===== config.mk =====
export PLATFORM = sky130hd
export DESIGN_NAME = cxc_top
export DESIGN_NICKNAME = d
export VERILOG_FILES = /design/src/rtl/cxc_pkg.sv /design/src/rtl/cxc_datapath.sv /design/src/rtl/cxc_control.sv /design/src/rtl/cxc_top.sv
export SDC_FILE = /design/constraint.sdc
export NUM_CORES = 1
export LEC_CHECK = 0
export ABC_AREA = 1
export BUFFER_PORTS_ARGS = -buffer_cell sky130_fd_sc_hd__buf_2
export CORE_MARGIN = 8
export CORE_UTILIZATION = 40
export CTS_BUF_LIST = sky130_fd_sc_hd__clkbuf_8
export DETAILED_ROUTE_END_ITERATION = 7
export PLACE_DENSITY = 0.72
export SETUP_SLACK_MARGIN = 0.5
export SLEW_MARGIN = 10
export SYNTH_ARGS = -nofsm -noshare
export SYNTH_HDL_FRONTEND = slang
export SYNTH_SLANG_ARGS = --single-unit

===== constraint.sdc =====
create_clock -name clk -period 1.95 [get_ports clk]
set_input_delay 0.2925 -clock clk [delete_from_list [all_inputs] [get_ports clk]]
set_output_delay 0.2925 -clock clk [all_outputs]
set_load 0.01 [all_outputs]

===== src/rtl/cxc_pkg.sv =====
package cxc_pkg;

  typedef enum logic [2:0] {
    ST_IDLE,
    ST_STEP,
    ST_REQ,
    ST_WAIT,
    ST_HOLD
  } cxcState_t;

  typedef struct packed {
    logic sizeWr;
    logic loadXfer;
    logic stepWord;
    logic clearBuf;
  } cxcStrobe_t;

endpackage


===== src/rtl/cxc_datapath.sv =====
module cxc_datapath
  import cxc_pkg::*;
#(
  parameter int ADDR_W     = 32,
  parameter int DATA_W     = 32,
  parameter int CMD_BYTES  = 8,
  parameter int CODE_W     = 3,
  parameter int BASE_SHIFT = 8,
  parameter logic [7:0] READ_OP = 8'hB7
) (
  input  logic                          clk,
  input  logic                          rstN,
  input  logic                          cmdWrEn,
  input  logic [$clog2(CMD_BYTES/2)-1:0] cmdWrIdx,
  input  logic [15:0]                   cmdWrHalf,
  input  logic [CODE_W-1:0]             ctrlWrSize,
  input  cxcStrobe_t                    strobe,
  input  logic [DATA_W-1:0]             memRspData,
  output logic                          isReadOp,
  output logic                          remZero,
  output logic [ADDR_W-1:0]             curAddr,
  output logic [DATA_W-1:0]             bufWord,
  output logic [CODE_W-1:0]             sizeCode
);
  localparam int HALVES     = CMD_BYTES / 2;
  localparam int WORD_BYTES = DATA_W / 8;
  localparam int BASE_LEN   = 1 << BASE_SHIFT;
  localparam int MAX_LEN    = BASE_LEN << ((1 << CODE_W) - 2);
  localparam int REM_W      = $clog2(MAX_LEN + 1);
  localparam int ADDR_BYTES = ADDR_W / 8;

  logic [CMD_BYTES*8-1:0] cmdBank;
  logic [REM_W-1:0]       remBytes;
  logic [ADDR_W-1:0]      startAddr;

  function automatic logic [REM_W-1:0] lenOf(input logic [CODE_W-1:0] c);
    if (c == '0)      return '0;
    else if (c == '1) return REM_W'(WORD_BYTES);
    else              return REM_W'(BASE_LEN) << c;
  endfunction

  // command bank: halfword k holds bytes 2k (low) and 2k+1 (high)
  always_ff @(posedge clk) begin
    if (!rstN) begin
      cmdBank <= '0;
    end else if (cmdWrEn) begin
      for (int h = 0; h < HALVES; h++) begin
        if (cmdWrIdx == h[$clog2(CMD_BYTES/2)-1:0]) cmdBank[h*16 +: 16] <= cmdWrHalf;
      end
    end
  end

  // big-endian start address from bytes 1..ADDR_BYTES
  always_comb begin
    startAddr = '0;
    for (int b = 0; b < ADDR_BYTES; b++) begin
      startAddr[(ADDR_BYTES-1-b)*8 +: 8] = cmdBank[(b+1)*8 +: 8];
    end
  end

  assign isReadOp = (cmdBank[7:0] == READ_OP);
  assign remZero  = (remBytes == '0);

  always_ff @(posedge clk) begin
    if (!rstN) begin
      sizeCode <= '0;
      remBytes <= '0;
      curAddr  <= '0;
      bufWord  <= '0;
    end else begin
      if (strobe.sizeWr) sizeCode <= ctrlWrSize;
      if (strobe.loadXfer) begin
        curAddr  <= startAddr;
        remBytes <= lenOf(ctrlWrSize);
      end
      if (strobe.stepWord) begin
        bufWord  <= memRspData;
        curAddr  <= curAddr + ADDR_W'(WORD_BYTES);
        remBytes <= remBytes - REM_W'(WORD_BYTES);
      end
      if (strobe.clearBuf) bufWord <= '0;
    end
  end

endmodule


===== src/rtl/cxc_control.sv =====
module cxc_control
  import cxc_pkg::*;
(
  input  logic       clk,
  input  logic       rstN,
  input  logic       ctrlWrEn,
  input  logic       ctrlWrStart,
  input  logic       isReadOp,
  input  logic       remZero,
  input  logic       memReqReady,
  input  logic       memRspValid,
  input  logic       dataRdEn,
  output cxcStrobe_t strobe,
  output logic       busy,
  output logic       wordReady,
  output logic       memReqValid
);
  cxcState_t state, stateNext;
  logic      readyNext;

  always_comb begin
    stateNext   = state;
    readyNext   = wordReady;
    strobe      = '0;
    memReqValid = 1'b0;
    unique case (state)
      ST_IDLE: begin
        if (ctrlWrEn) begin
          strobe.sizeWr = 1'b1;
          if (ctrlWrStart && isReadOp) begin
            strobe.loadXfer = 1'b1;
            stateNext       = ST_STEP;
          end
        end
      end
      ST_STEP: begin
        if (remZero) begin
          strobe.clearBuf = 1'b1;
          readyNext       = 1'b0;
          stateNext       = ST_IDLE;
        end else begin
          stateNext = ST_REQ;
        end
      end
      ST_REQ: begin
        memReqValid = 1'b1;
        if (memReqReady) stateNext = ST_WAIT;
      end
      ST_WAIT: begin
        if (memRspValid) begin
          strobe.stepWord = 1'b1;
          readyNext       = 1'b1;
          stateNext       = ST_HOLD;
        end
      end
      ST_HOLD: begin
        if (dataRdEn) begin
          readyNext = 1'b0;
          stateNext = ST_STEP;
        end
      end
      default: stateNext = ST_IDLE;
    endcase
  end

  always_ff @(posedge clk) begin
    if (!rstN) begin
      state     <= ST_IDLE;
      wordReady <= 1'b0;
    end else begin
      state     <= stateNext;
      wordReady <= readyNext;
    end
  end

  assign busy = (state != ST_IDLE);

endmodule


===== src/rtl/cxc_top.sv =====
module cxc_top
  import cxc_pkg::*;
#(
  parameter int ADDR_W    = 32,
  parameter int DATA_W    = 32,
  parameter int CMD_BYTES = 8
) (
  input  logic                           clk,
  input  logic                           rstN,
  input  logic                           cmdWrEn,
  input  logic [$clog2(CMD_BYTES/2)-1:0] cmdWrIdx,
  input  logic [15:0]                    cmdWrHalf,
  input  logic                           ctrlWrEn,
  input  logic [7:0]                     ctrlWrData,
  output logic [7:0]                     statusCtrl,
  input  logic                           dataRdEn,
  output logic [DATA_W-1:0]              dataRdData,
  output logic                           memReqValid,
  input  logic                           memReqReady,
  output logic [ADDR_W-1:0]              memReqAddr,
  input  logic                           memRspValid,
  input  logic [DATA_W-1:0]              memRspData
);
  localparam int CODE_W    = 3;
  localparam int START_BIT = 7;

  cxcStrobe_t        strobe;
  logic              isReadOp;
  logic              remZero;
  logic              busy;
  logic              wordReady;
  logic [CODE_W-1:0] sizeCode;

  cxc_control u_ctrl (
    .clk        (clk),
    .rstN       (rstN),
    .ctrlWrEn   (ctrlWrEn),
    .ctrlWrStart(ctrlWrData[START_BIT]),
    .isReadOp   (isReadOp),
    .remZero    (remZero),
    .memReqReady(memReqReady),
    .memRspValid(memRspValid),
    .dataRdEn   (dataRdEn),
    .strobe     (strobe),
    .busy       (busy),
    .wordReady  (wordReady),
    .memReqValid(memReqValid)
  );

  cxc_datapath #(
    .ADDR_W   (ADDR_W),
    .DATA_W   (DATA_W),
    .CMD_BYTES(CMD_BYTES),
    .CODE_W   (CODE_W)
  ) u_dp (
    .clk       (clk),
    .rstN      (rstN),
    .cmdWrEn   (cmdWrEn),
    .cmdWrIdx  (cmdWrIdx),
    .cmdWrHalf (cmdWrHalf),
    .ctrlWrSize(ctrlWrData[CODE_W-1:0]),
    .strobe    (strobe),
    .memRspData(memRspData),
    .isReadOp  (isReadOp),
    .remZero   (remZero),
    .curAddr   (memReqAddr),
    .bufWord   (dataRdData),
    .sizeCode  (sizeCode)
  );

  assign statusCtrl = {busy, wordReady, {(8-2-CODE_W){1'b0}}, sizeCode};

endmodule


# ---- Word-level counts from Yosys, hierarchy flattened
# Index checks and enable logic that the tools add are counted.
# W data, S select, Z words.
dict set report totals {
  wordCells 66
  input_bits 65
  ff_bits 126
  output_inout_bits 73
}
dict set report classes {
  add_sub_neg 2
  n_mux 25
  shifts 1
  reduce_logical 14
  n_eq_ne 14
  bitwise_logic 1
}
# op count
set ops {}
lappend ops {{$mux W32} 2}
lappend ops {{$mux W15} 4}
lappend ops {{$add A32 B3 Y32 const B} 1}
lappend ops {{$logic_not A15 Y1} 1}
lappend ops {{$mux W3} 5}
lappend ops {{$pmux W3 S5} 1}
lappend ops {{$shl A9 B3 Y15 const A} 1}
lappend ops {{$sub A15 B3 Y15 const B} 1}
lappend ops {{$ne A2 B2 Y1 const B} 5}
lappend ops {{$mux W1} 9}
lappend ops {{$eq A8 B8 Y1 const B} 1}
lappend ops {{$eq A3 B2 Y1 const B} 2}
lappend ops {{$eq A3 B3 Y1 const B} 2}
lappend ops {{$logic_not A3 Y1} 2}
lappend ops {{$mux W2} 3}
lappend ops {{$reduce_and A2 Y1} 3}
lappend ops {{$reduce_bool A3 Y1} 2}
lappend ops {{$reduce_and A5 Y1} 1}
lappend ops {{$reduce_and A4 Y1} 1}
lappend ops {{$eq A3 B1 Y1 const B} 1}
lappend ops {{$pmux W1 S3} 1}
lappend ops {{$eq A2 B1 Y1 const B} 1}
lappend ops {{$eq A2 B2 Y1 const B} 1}
lappend ops {{$logic_not A2 Y1} 1}
lappend ops {{5 further kinds} 5}

# ---- Depth between registers and ports, before layout
# Gate-level depths: netlist of run 1.
dict set report logic_depth {
  ltp_word 7
  depth_mapped 10
}

# ---- Hierarchy
# Synthesis of run 1 repeated with hierarchy kept, for this count alone.
dict set report hier_totals {
  hier_cells 887
  area_unflattened_um2 5941.9
}
# mod seq_area_each_um2 instances cells_per_inst area_each_um2
set by_module_without_submodules {}
lappend by_module_without_submodules {cxc_datapath 2402.3 1 831 5609.1}
lappend by_module_without_submodules {cxc_control 80.1 1 50 291.5}
lappend by_module_without_submodules {cxc_top 0.0 1 6 41.3}

# ---- Worst setup path before layout of run 1
# OpenSTA, ideal clock, no wires.
dict set report synth_timing {
  path_type {reg2reg}
  startpoint {reg u_dp.curAddr[2]}
  endpoint {reg u_dp.curAddr[30]}
  required_ps 1818
  n_path_buf 0
  t_arrival_ps 1275
  setup_slack_ps 543
  period_less_slack_ps 1407
  path_stages_with_launch 11
  setup_ps 132
  cell_sequence {dfxtp_1 -> ha_1 -> nand2_1 -> inv_1 -> nand2_1 -> nor2_1 -> nand2_1 -> nand2_1 -> nand2_1 -> nand2_1 -> a21oi_1}
}
dict set report synth_between {
  elab_chain_len 2
}
# element line
set synth_lines {}
lappend synth_lines {{start: declaration} cxc_datapath.sv:21} ;# output logic [ADDR_W-1:0] curAddr,
lappend synth_lines {{start signal: assignment} cxc_datapath.sv:73} ;# curAddr <= startAddr;
lappend synth_lines {{start signal: assignment} cxc_datapath.sv:78} ;# curAddr <= curAddr + ADDR_W'(WORD_BYTES);
lappend synth_lines {{$add A32 B3 Y32} cxc_datapath.sv:78}
lappend synth_lines {{$mux W32} cxc_datapath.sv:76} ;# if (strobe.stepWord) begin
# Every way passes these cells.
# A chain may end at the register's enable or synchronous reset.

# ---- Final worst setup path of run 1
dict set report layout_timing {
  startpoint {reg u_dp.remBytes[9]}
  endpoint {reg u_dp.bufWord[23]}
}
dict set report layout_between {
  elab_chain_len 4
}
# element line
set layout_lines {}
lappend layout_lines {{start: declaration} cxc_datapath.sv:33} ;# logic [REM_W-1:0] remBytes;
lappend layout_lines {{start signal: assignment} cxc_datapath.sv:74} ;# remBytes <= lenOf(ctrlWrSize);
lappend layout_lines {{start signal: assignment} cxc_datapath.sv:79} ;# remBytes <= remBytes - REM_W'(WORD_BYTES);
lappend layout_lines {{$logic_not A15 Y1} cxc_datapath.sv:62} ;# assign remZero = (remBytes == '0);
lappend layout_lines {{$mux W1} cxc_control.sv:37} ;# if (remZero) begin
lappend layout_lines {{$mux W1} cxc_control.sv:26} ;# unique case (state)
lappend layout_lines {{$reduce_or A2 Y1 (no source line)} --}
lappend layout_lines {{end signal: assignment} cxc_datapath.sv:77} ;# bufWord <= memRspData;
lappend layout_lines {{end: declaration} cxc_datapath.sv:22} ;# output logic [DATA_W-1:0] bufWord,
# Every way passes these cells.

==> run metrics, run 1 <==
worst skew pair latency 460 ps; maximum clock frequency 0.634 GHz; Ys Warns 0; Top Ports 138; Setup-failing EPs final 0; DRT Pass-1 Iters 5; global-route wire length before repair 29.8 mm; share of cells above drive strength 1 0.292; Synth Flop Type dfxtp_1; nets@finish 1,166; Synth cell types 37; count leader, synth nand2_1; Register-to-Register Path Depth 7; antenna cells 0; CTS tree built; CTS buffer count 17; clock root buffer clkbuf_8; hold_sp cmdWrHalf[9]; CP Max Fanout 8; die area 19,600 sq um; initial core utilization 0.407; Max-cap violations 0; routed length per instance 16.4 microns; Vias 6,877; die height 140 microns; cell taking the most area after synthesis dfxtp_1; max-slew violation count 0; fraction of registers with async set/reset 0; EDFF count, synth 0; Final ANT Viol Nets 0; post-route setup TNS 0 ps; Syn Inst Count 935; grt total ovfl 0; Seq cells post-synth 124; outcome finished, final reports clean; dpl ws 182 ps; Leak 3.65 nW; Max-slew headroom 0.605; Critical Path End Type flop; vias in the first global route 5,841; VDD IR max 0.516 mV; setup ws final 373 ps; Worst Skew 9.08 ps; Synth area leaders dfxtp_1, nand2_1, nor2_1; final hold vios 0; Startpoint Class flop; minimum clock period 1580 ps; Post-synth top cells nand2_1, nor2_1, dfxtp_1; Final Wtd Congestion 0.937; Core ar. 15,100 sq um; largest net degree at the start of global routing 57; CP arrival 1920 ps; # DRC 0; Port Buffers 130; hold path depth 3; crit share post-route 0.808; Global Route Usage Sum 0.188; Critical Path Source u_dp.remBytes[9]; clk sinks 124; post-synthesis sequential area ratio 0.404; RSZ-0062 raised after global routing true; initial antenna violation count 0; DRT iter0 DRCs 460; Setup CP Type flop to flop; num rows 45; Clock transition at path regs 80 ps; CTS Buffer Depth 2; Post-Route WL 21.3 mm; Yosys top cell area share 0.404; syn avg cell area 6.57 sq um; R2R Path Start u_dp.remBytes[9]; Worst Hold Class primary input to flop; fill cell count 1,389; Area Overhead vs Synth 37.1%; P per Cell Area 798 nW/um^2; DP Wirelength 12.8 mm; drt via density 5.29; Mapped Area 6140 sq um; Die Width 140 microns; actual slew at the worst max-slew pin 592 ps; Req. time, crit path 2300 ps; H-tree Lvls 4
-- final timing paths --
path / slack [ps] / to
worst max register to register: 370 / u_dp.bufWord[23]
worst min-delay path: 70 / u_dp.cmdBank[9]
worst max-delay path: 370 / u_dp.bufWord[23]
worst min register to register: 460 / u_dp.bufWord[0]
-- layout by cell type (no fill, tap or decap), drive strengths merged, types with 9 or more instances in the layout --
cell type  synthesis  routed
buf               28     173
a21oi             74      74
o21ai             56      56
nand4              9       9
nand2            276     276
clkbuf            13      27
inv               73      76
nor2             167     167
dfxtp            124     124
nand3             70      70
nor3              12      12
nand3b            12      12
-- metrics by stage --
step	instance area (sq um)	total power, mW	util	hold WS (ps)	cells
after floorplan	6150	3.28	-	427	937
after global placement	6920	3.50	0.459	445	1227
after detailed placement	6920	3.51	0.459	449	1227
after CTS	7720	6.46	0.512	57.1	1272
after global routing	8420	6.95	0.558	60.4	1299
final	8420	6.72	0.558	65.4	1299
-- layout make-up --
cell class | instances | area (sq um) | area share
clock buffers | 19 | 262 | 0.0310
flip-flops and latches | 124 | 2540 | 0.302
repair buffers | 181 | 1380 | 0.163
repair inverters | 2 | 25.0 | 0.00297
inverters | 74 | 310 | 0.0368
clock inverters | 13 | 236 | 0.0281
multi-input cells | 698 | 3440 | 0.408
well taps | 188 | 235 | 0.0279
-- critical path, cell delays in order (launching register included) --
cell and delay [ps]:
dfxtp_1 350, nor2_1 200, and2_1 240, nand3_4 120
o21ai_4 200, buf_12 150, clkbuf_16 150, a21oi_1 50
-- sequential cells by signal, summed over array words and instances (netlist names) --
signal	flops
u_dp.bufWord	32
u_dp.curAddr	32
u_dp.cmdBank	40
u_dp.remBytes	13
u_ctrl.state	3
u_ctrl.wordReady	1
u_dp.sizeCode	3
-- where the power goes --
group | total (mW) | internal (mW) | switching, mW | leakage [nW]
logic | 1.16 | 0.499 | 0.664 | 2.38
clock network | 2.85 | 1.73 | 1.12 | 0.247
registers | 2.71 | 2.62 | 0.0884 | 1.02
total | 6.72 | 4.85 | 1.87 | 3.65
-- repair_timing --
item | CTS | global route
hold buffers | 0 | 0
pin swaps | 3 | 29
gates cloned | 3 | 12
resized for setup | 52 | 97
setup buffers | 10 | 15
endpoints found under the setup margin | 79 | 78
-- cell families after synthesis --
| group | share of synthesized area |
|---|---|
| DFF | 0.404 |
| AOI/OAI and AO/OA | 0.116 |
| buffers and inverters | 0.0867 |
| adders and majority gates | 0.00611 |
| other | 0.000610 |
| and+or+nand+nor | 0.382 |
| xor gates and xnor gates | 0.00428 |
-- per-layer routing --
layer,global-route usage,wire [microns],vias up
met4,0.0686,723,0
met1,0.227,8450,3221
met2,0.314,10600,262
li1,-,-,3331
met5,0,0,-
met3,0.0510,1560,63
(Power assumes the default switching activity.)
==> run 2: changes to the inputs <==
==> constraint.sdc (replaced) <==
create_clock -name clk -period 1.5 [get_ports clk]
set_input_delay 0.225 -clock clk [delete_from_list [all_inputs] [get_ports clk]]
set_output_delay 0.225 -clock clk [all_outputs]
set_load 0.01 [all_outputs]
==> run metrics, run 2 (synthesis results as in run 1) <==
outcome finished, violations left; failing checks negative setup slack; Final ANT Viol Nets 0 (unchanged); clk sinks 124 (unchanged); Req. time, crit path 1860 ps (-440 ps); most common cell after layout, fill and taps aside nand2_1; Max-slew headroom 0.670 (+0.0651); VDD IR max 0.625 mV (+21%); max-slew violation count 0 (unchanged); Global Route Usage Sum 0.204 (+0.0164); CP Max Fanout 8 (unchanged); capturing point of the worst reg2reg path u_dp.bufWord[14]; CP Cell Sequence nor3_1 > nand3_4 > o21ai_4 > clkbuf_16 > a21oi_4; switch share 0.304 (+0.0255); Clock transition at path regs 80 ps (about the same); commonest cells after routing, fill and taps aside nand2_1, nor2_1, buf_6; share of power burned in registers 0.407 (+0.004); Die Width 140 microns (unchanged); Clk network pwr share 0.371 (-0.053); slowest cell on the critical path nor3_1; largest net degree at the start of global routing 55 (-3.5%); DP Wirelength 13.7 mm (+6.9%); CTS buffer count 17 (unchanged); DRT Pass-1 Iters 8 (+3); CTS tree built; Gate power share 0.222 (+0.049); actual slew at the worst max-slew pin 491 ps (-101 ps); routed length per instance 17.1 microns (+4.3%); die height 140 microns (unchanged); Port Buffers 130 (unchanged); nets@finish 1,229 (+5.4%); Top Ports 138 (unchanged); routed wl met2 11.7 mm (+10%); CTS Buffer Depth 2 (unchanged); Area Overhead vs Synth 58.5%; setup ws final -178 ps (-552 ps); Final Util 0.646 (+0.0872); Largest Register u_dp.cmdBank; Setup CP Type flop to flop; share of cells above drive strength 1 0.434 (+0.142); num rows 45 (unchanged); initial core utilization 0.407 (unchanged); # DRC 0 (unchanged); dpl ws 6.32 ps (-175 ps); Vias 7,369 (+7.2%); grt total ovfl 0 (unchanged); Worst Hold Class primary input to flop; Worst Skew 13.0 ps (+3.96 ps); met3 WL 1.70 mm (+8.5%); CP arrival 2040 ps (+120 ps); drt via density 5.40 (+2.0%); max reg flops 40 (unchanged); worst skew pair latency 470 ps (about the same); P per Cell Area 886 nW/um^2 (+11%); Crit path largest cell delay 450 ps (+100 ps); fill cell count 1,130 (-19%); Critical Path Source u_dp.remBytes[14]; DRT met1 WL 8.97 mm (+6.2%); switching power total 2.62 mW (+40%); Startpoint Class flop; final hold vios 0 (unchanged); initial antenna violation count 2 (+2); maximum clock frequency 0.596 GHz (-6.1%); DRT iter0 DRCs 852 (+85%); hold slack 8.24 ps (-57.2 ps); FF-to-FF setup slack -180 ps (-550 ps); Placed Cells 1,249 (+1.8%); H-tree Lvls 4 (unchanged); non-filler cells in the finished layout 1,364 (+5.0%); minimum clock period 1680 ps (+102 ps); Max Used Layer met4; Core ar. 15,100 sq um (unchanged); top flop regs u_dp.cmdBank: 40 flops, u_dp.bufWord: 32 flops, u_dp.curAddr: 32 flops; clock root buffer clkbuf_8; R2R Path Start u_dp.remBytes[14]; Max-cap violations 0 (unchanged); Critical Path Sink u_dp.bufWord[14]; crit share post-route 1.12 (+0.310); vias in the first global route 6,631 (+14%); Critical Path End Type flop; Setup-failing EPs final 35 (+35); global-route wire length before repair 32.5 mm (+8.9%); Post-Route WL 23.3 mm (+9.5%); die area 19,600 sq um (unchanged); Final Wtd Congestion 0.921 (-1.7%); RSZ-0062 raised after global routing true; Register-to-Register Path Depth 5 (-2); Leak 4.08 nW (+12%); P_int 6.01 mW (+24%)
==> run 2: power groups by stage <==
stage	clock network (mW)	logic (mW)	registers (mW)
2_1_floorplan	0	0.799	3.59
3_3_place_gp	0	1.15	3.59
3_5_place_dp	0	1.16	3.59
4_1_cts	3.18	1.44	3.50
5_1_grt	3.37	2.04	3.52
6_report	3.20	1.92	3.51
==> run 2: area by class of cell <==
class	count	area, sq um	area share
clock inverter	14	166	0.0171
inverter	74	314	0.0322
tap	188	235	0.0241
sequential	124	2650	0.272
antenna	2	5.00	0.000514
timing repair buffer	246	2380	0.244
multi-input combinational	698	3740	0.384
clock buffer	18	248	0.0254
==> run 2: per-stage QoR <==
step / area (sq um) / power [mW] / TNS, ps
after floorplan: 6470 / 4.39 / 0
after global placement: 7370 / 4.73 / 0
final: 9740 / 8.63 / -4930
after CTS: 8940 / 8.12 / 0
after global routing: 9740 / 8.93 / -6930
after detailed placement: 7370 / 4.75 / 0
==> run 2: per-layer routing <==
| layer | up-vias | track usage |
|---|---|---|
| li1 | 3450 | - |
| met1 | 3429 | 0.234 |
| met2 | 386 | 0.353 |
| met3 | 104 | 0.0432 |
| met4 | 0 | 0.105 |
| met5 | - | 0 |
==> run 2: worst min path at each step <==
stage / slack, ps / to / cells after the start / startpoint
after detailed placement: 450 / u_dp.bufWord[19] / 2 / u_dp.bufWord[19]
after CTS: 0.04 / u_dp.bufWord[21] / 3 / memRspData[21]
after global routing: 10 / u_dp.bufWord[28] / 3 / memRspData[28]
after global placement: 450 / u_dp.bufWord[6] / 2 / u_dp.bufWord[6]
after floorplan: 360 / u_dp.cmdBank[2] / 2 / cmdWrHalf[2]
final: 8 / u_dp.cmdBank[15] / 3 / cmdWrHalf[15]
==> run 2: repair_timing <==
action | in CTS | in global routing
resized for setup | 184 | 127
hold buffers | 11 | 0
endpoints found under the setup margin | 154 | 154
pin swaps | 18 | 45
gates cloned | 4 | 5
buffers inserted | 35 | 26
endpoints found under the hold margin | 11 | 0
==> run 2: critical path: cells and delay by family (launching register included) <==
family                 cells  cell delay [ps]
and+or+nand+nor            2              620
buffers and inverters      1              250
DFF                        1              340
AOI/OAI and AO/OA          2              370
==> run 3: changes to the inputs <==
--- a/config.mk
+++ b/config.mk
@@ -12,6 +12,7 @@
 export CTS_BUF_LIST = sky130_fd_sc_hd__clkbuf_8
 export DETAILED_ROUTE_END_ITERATION = 7
 export PLACE_DENSITY = 0.72
+export REMOVE_ABC_BUFFERS = 1
 export SETUP_SLACK_MARGIN = 0.5
 export SLEW_MARGIN = 10
 export SYNTH_ARGS = -nofsm -noshare
==> run metrics, run 3 (synthesis results as in run 1) <==
Leak 4.12 nW (+1.1%); Req. time, crit path 1850 ps (about the same); Setup CP Type flop to flop; initial core utilization 0.407 (unchanged); routed length per instance 16.5 microns (-3.4%); switching power total 2.40 mW (-8.4%); maximum clock frequency 0.634 GHz (+6.4%); actual slew at the worst max-slew pin 524 ps (+33.0 ps); P per Cell Area 884 nW/um^2 (-0.19%); Area Overhead vs Synth 57.1%; Top Ports 138 (unchanged); P_int 6.13 mW (+2.1%); max reg flops 40 (unchanged); die height 140 microns (unchanged); Final Wtd Congestion 0.901 (-2.1%); slowest cell on the critical path dfxtp_2; Final ANT Viol Nets 0 (unchanged); Post-Route WL 22.6 mm (-3.2%); Startpoint Class flop; hold slack 24.0 ps (+15.8 ps); Gate power share 0.204 (-0.018); antenna cells 0 (-2); CTS Buffer Depth 2 (unchanged); failing checks negative setup slack; VDD IR max 0.897 mV (+43%); DRT Pass-1 Iters 5 (-3); top flop regs u_dp.cmdBank: 40 flops, u_dp.bufWord: 32 flops, u_dp.curAddr: 32 flops; grt total ovfl 0 (unchanged); Largest Register u_dp.cmdBank; DRT iter0 DRCs 656 (-23%); global-route wire length before repair 31.8 mm (-2.1%); clk sinks 124 (unchanged); # DRC 0 (unchanged); Crit path largest cell delay 330 ps (-120 ps); drt via density 5.13 (-5.1%); max-slew violation count 0 (unchanged); Global Route Usage Sum 0.199 (-0.00521); num rows 45 (unchanged); switch share 0.281 (-0.0224); H-tree Lvls 4 (unchanged); initial antenna violation count 0 (-2); commonest cells after routing, fill and taps aside nand2_1, nor2_1, buf_6; Die Width 140 microns (unchanged); outcome finished, violations left; Core ar. 15,100 sq um (unchanged); Setup-failing EPs final 10 (-71%); worst skew pair latency 440 ps (-30 ps); most common cell after layout, fill and taps aside nand2_1; nets@finish 1,235 (+0.49%); Clk network pwr share 0.386 (+0.015); DP Wirelength 13.5 mm (-1.0%); share of cells above drive strength 1 0.415 (-0.0188); setup ws final -78.2 ps (+100 ps); clock root buffer clkbuf_8; Critical Path End Type flop; RSZ-0062 raised after global routing true; Max-slew headroom 0.650 (-0.0199); Worst Skew 16.5 ps (+3.49 ps); CP Cell Sequence inv_2 > nand3_4 > nor2_8 > clkinv_8 > buf_6 > nor2_4 > nand3_1 > a21oi_1; Worst Hold Class primary input to flop; CTS tree built; share of power burned in registers 0.410 (+0.003); Max-cap violations 0 (unchanged); largest net degree at the start of global routing 41 (-25%); Clock transition at path regs 80 ps (about the same); final hold vios 0 (unchanged); CTS buffer count 17 (unchanged); Port Buffers 130 (unchanged); minimum clock period 1580 ps (-100 ps); CP Max Fanout 7 (-1); die area 19,600 sq um (unchanged); crit share post-route 1.05 (-0.0668); post-route setup TNS -121 ps (+4810 ps); Vias 7,008 (-4.9%); CP arrival 1930 ps (-110 ps); vias in the first global route 6,519 (-1.7%)
==> run 3: changes by cell type in the layout (fill, tap and decap cells not counted), moves of 9 or more <==
cell / delta
inv_1: +13
dlygate4sd3_1: -11
nand3_2: -11
nand2_2: -9
nand3_1: +11
==> run 3: through the flow <==
stage / worst slack (ps) / utilization / area [sq um] / cells / power, mW
floorplan: -598 / - / 5900 / 896 / 4.16
global placement: 28.0 / 0.482 / 7270 / 1268 / 4.63
detailed placement: 7.36 / 0.482 / 7270 / 1268 / 4.66
CTS: 37.1 / 0.574 / 8670 / 1335 / 8.20
global route: -143 / 0.640 / 9650 / 1367 / 8.89
finish: -78.2 / 0.640 / 9650 / 1367 / 8.53
==> run 3: final cells by class <==
class	count	area (sq um)
tap	188	235
clock buffer	21	289
sequential	124	2630
multi-input combinational	698	3630
clock inverter	10	148
fill	1260	5440
inverter	74	308
timing repair buffer	252	2410
==> run 3: final timing paths <==
path | startpoint | end | slack, ps | depth (start not counted)
setup reg to reg | u_ctrl.state[2] | u_dp.remBytes[7] | -80 | 8
hold reg to reg | u_dp.cmdBank[28] | u_dp.curAddr[12] | 440 | 2
setup / recovery | u_ctrl.state[2] | u_dp.remBytes[7] | -80 | 8
hold / removal | memRspData[2] | u_dp.bufWord[2] | 20 | 3
==> run 3: repair_timing <==
item	4_1_cts	5_1_grt
hold buffers	0	0
endpoints found under the setup margin	154	154
gates resized for setup	196	169
cloned	2	7
pin swaps	9	22
hold endpoints to repair	0	0
setup buffers	34	25
==> run 3: routing by layer <==
metal / wire length (microns) / share of wire / track usage / vias up
met5: 0 / 0 / 0 / -
met4: 587 / 0.026 / 0.0846 / 0
met3: 1580 / 0.070 / 0.0567 / 44
met2: 11200 / 0.50 / 0.333 / 246
met1: 9240 / 0.41 / 0.235 / 3260
li1: - / - / - / 3458
==> run 3: worst max-delay path: cells and delay by family, from the launching register on <==
| kind | cells | cell delay [ps] |
|---|---|---|
| AOI/OAI and AO/OA | 1 | 230 |
| and+or+nand+nor | 4 | 570 |
| buffers and inverters | 3 | 360 |
| DFF | 1 | 330 |
==> run 3: power by group through the flow <==
stage / combinational (mW) / sequential (mW) / clock [mW]
final: 1.74 / 3.50 / 3.29
after global routing: 1.87 / 3.51 / 3.51
after CTS: 1.41 / 3.48 / 3.31
after detailed placement: 1.10 / 3.56 / 0
after global placement: 1.08 / 3.56 / 0
after floorplan: 0.593 / 3.57 / 0
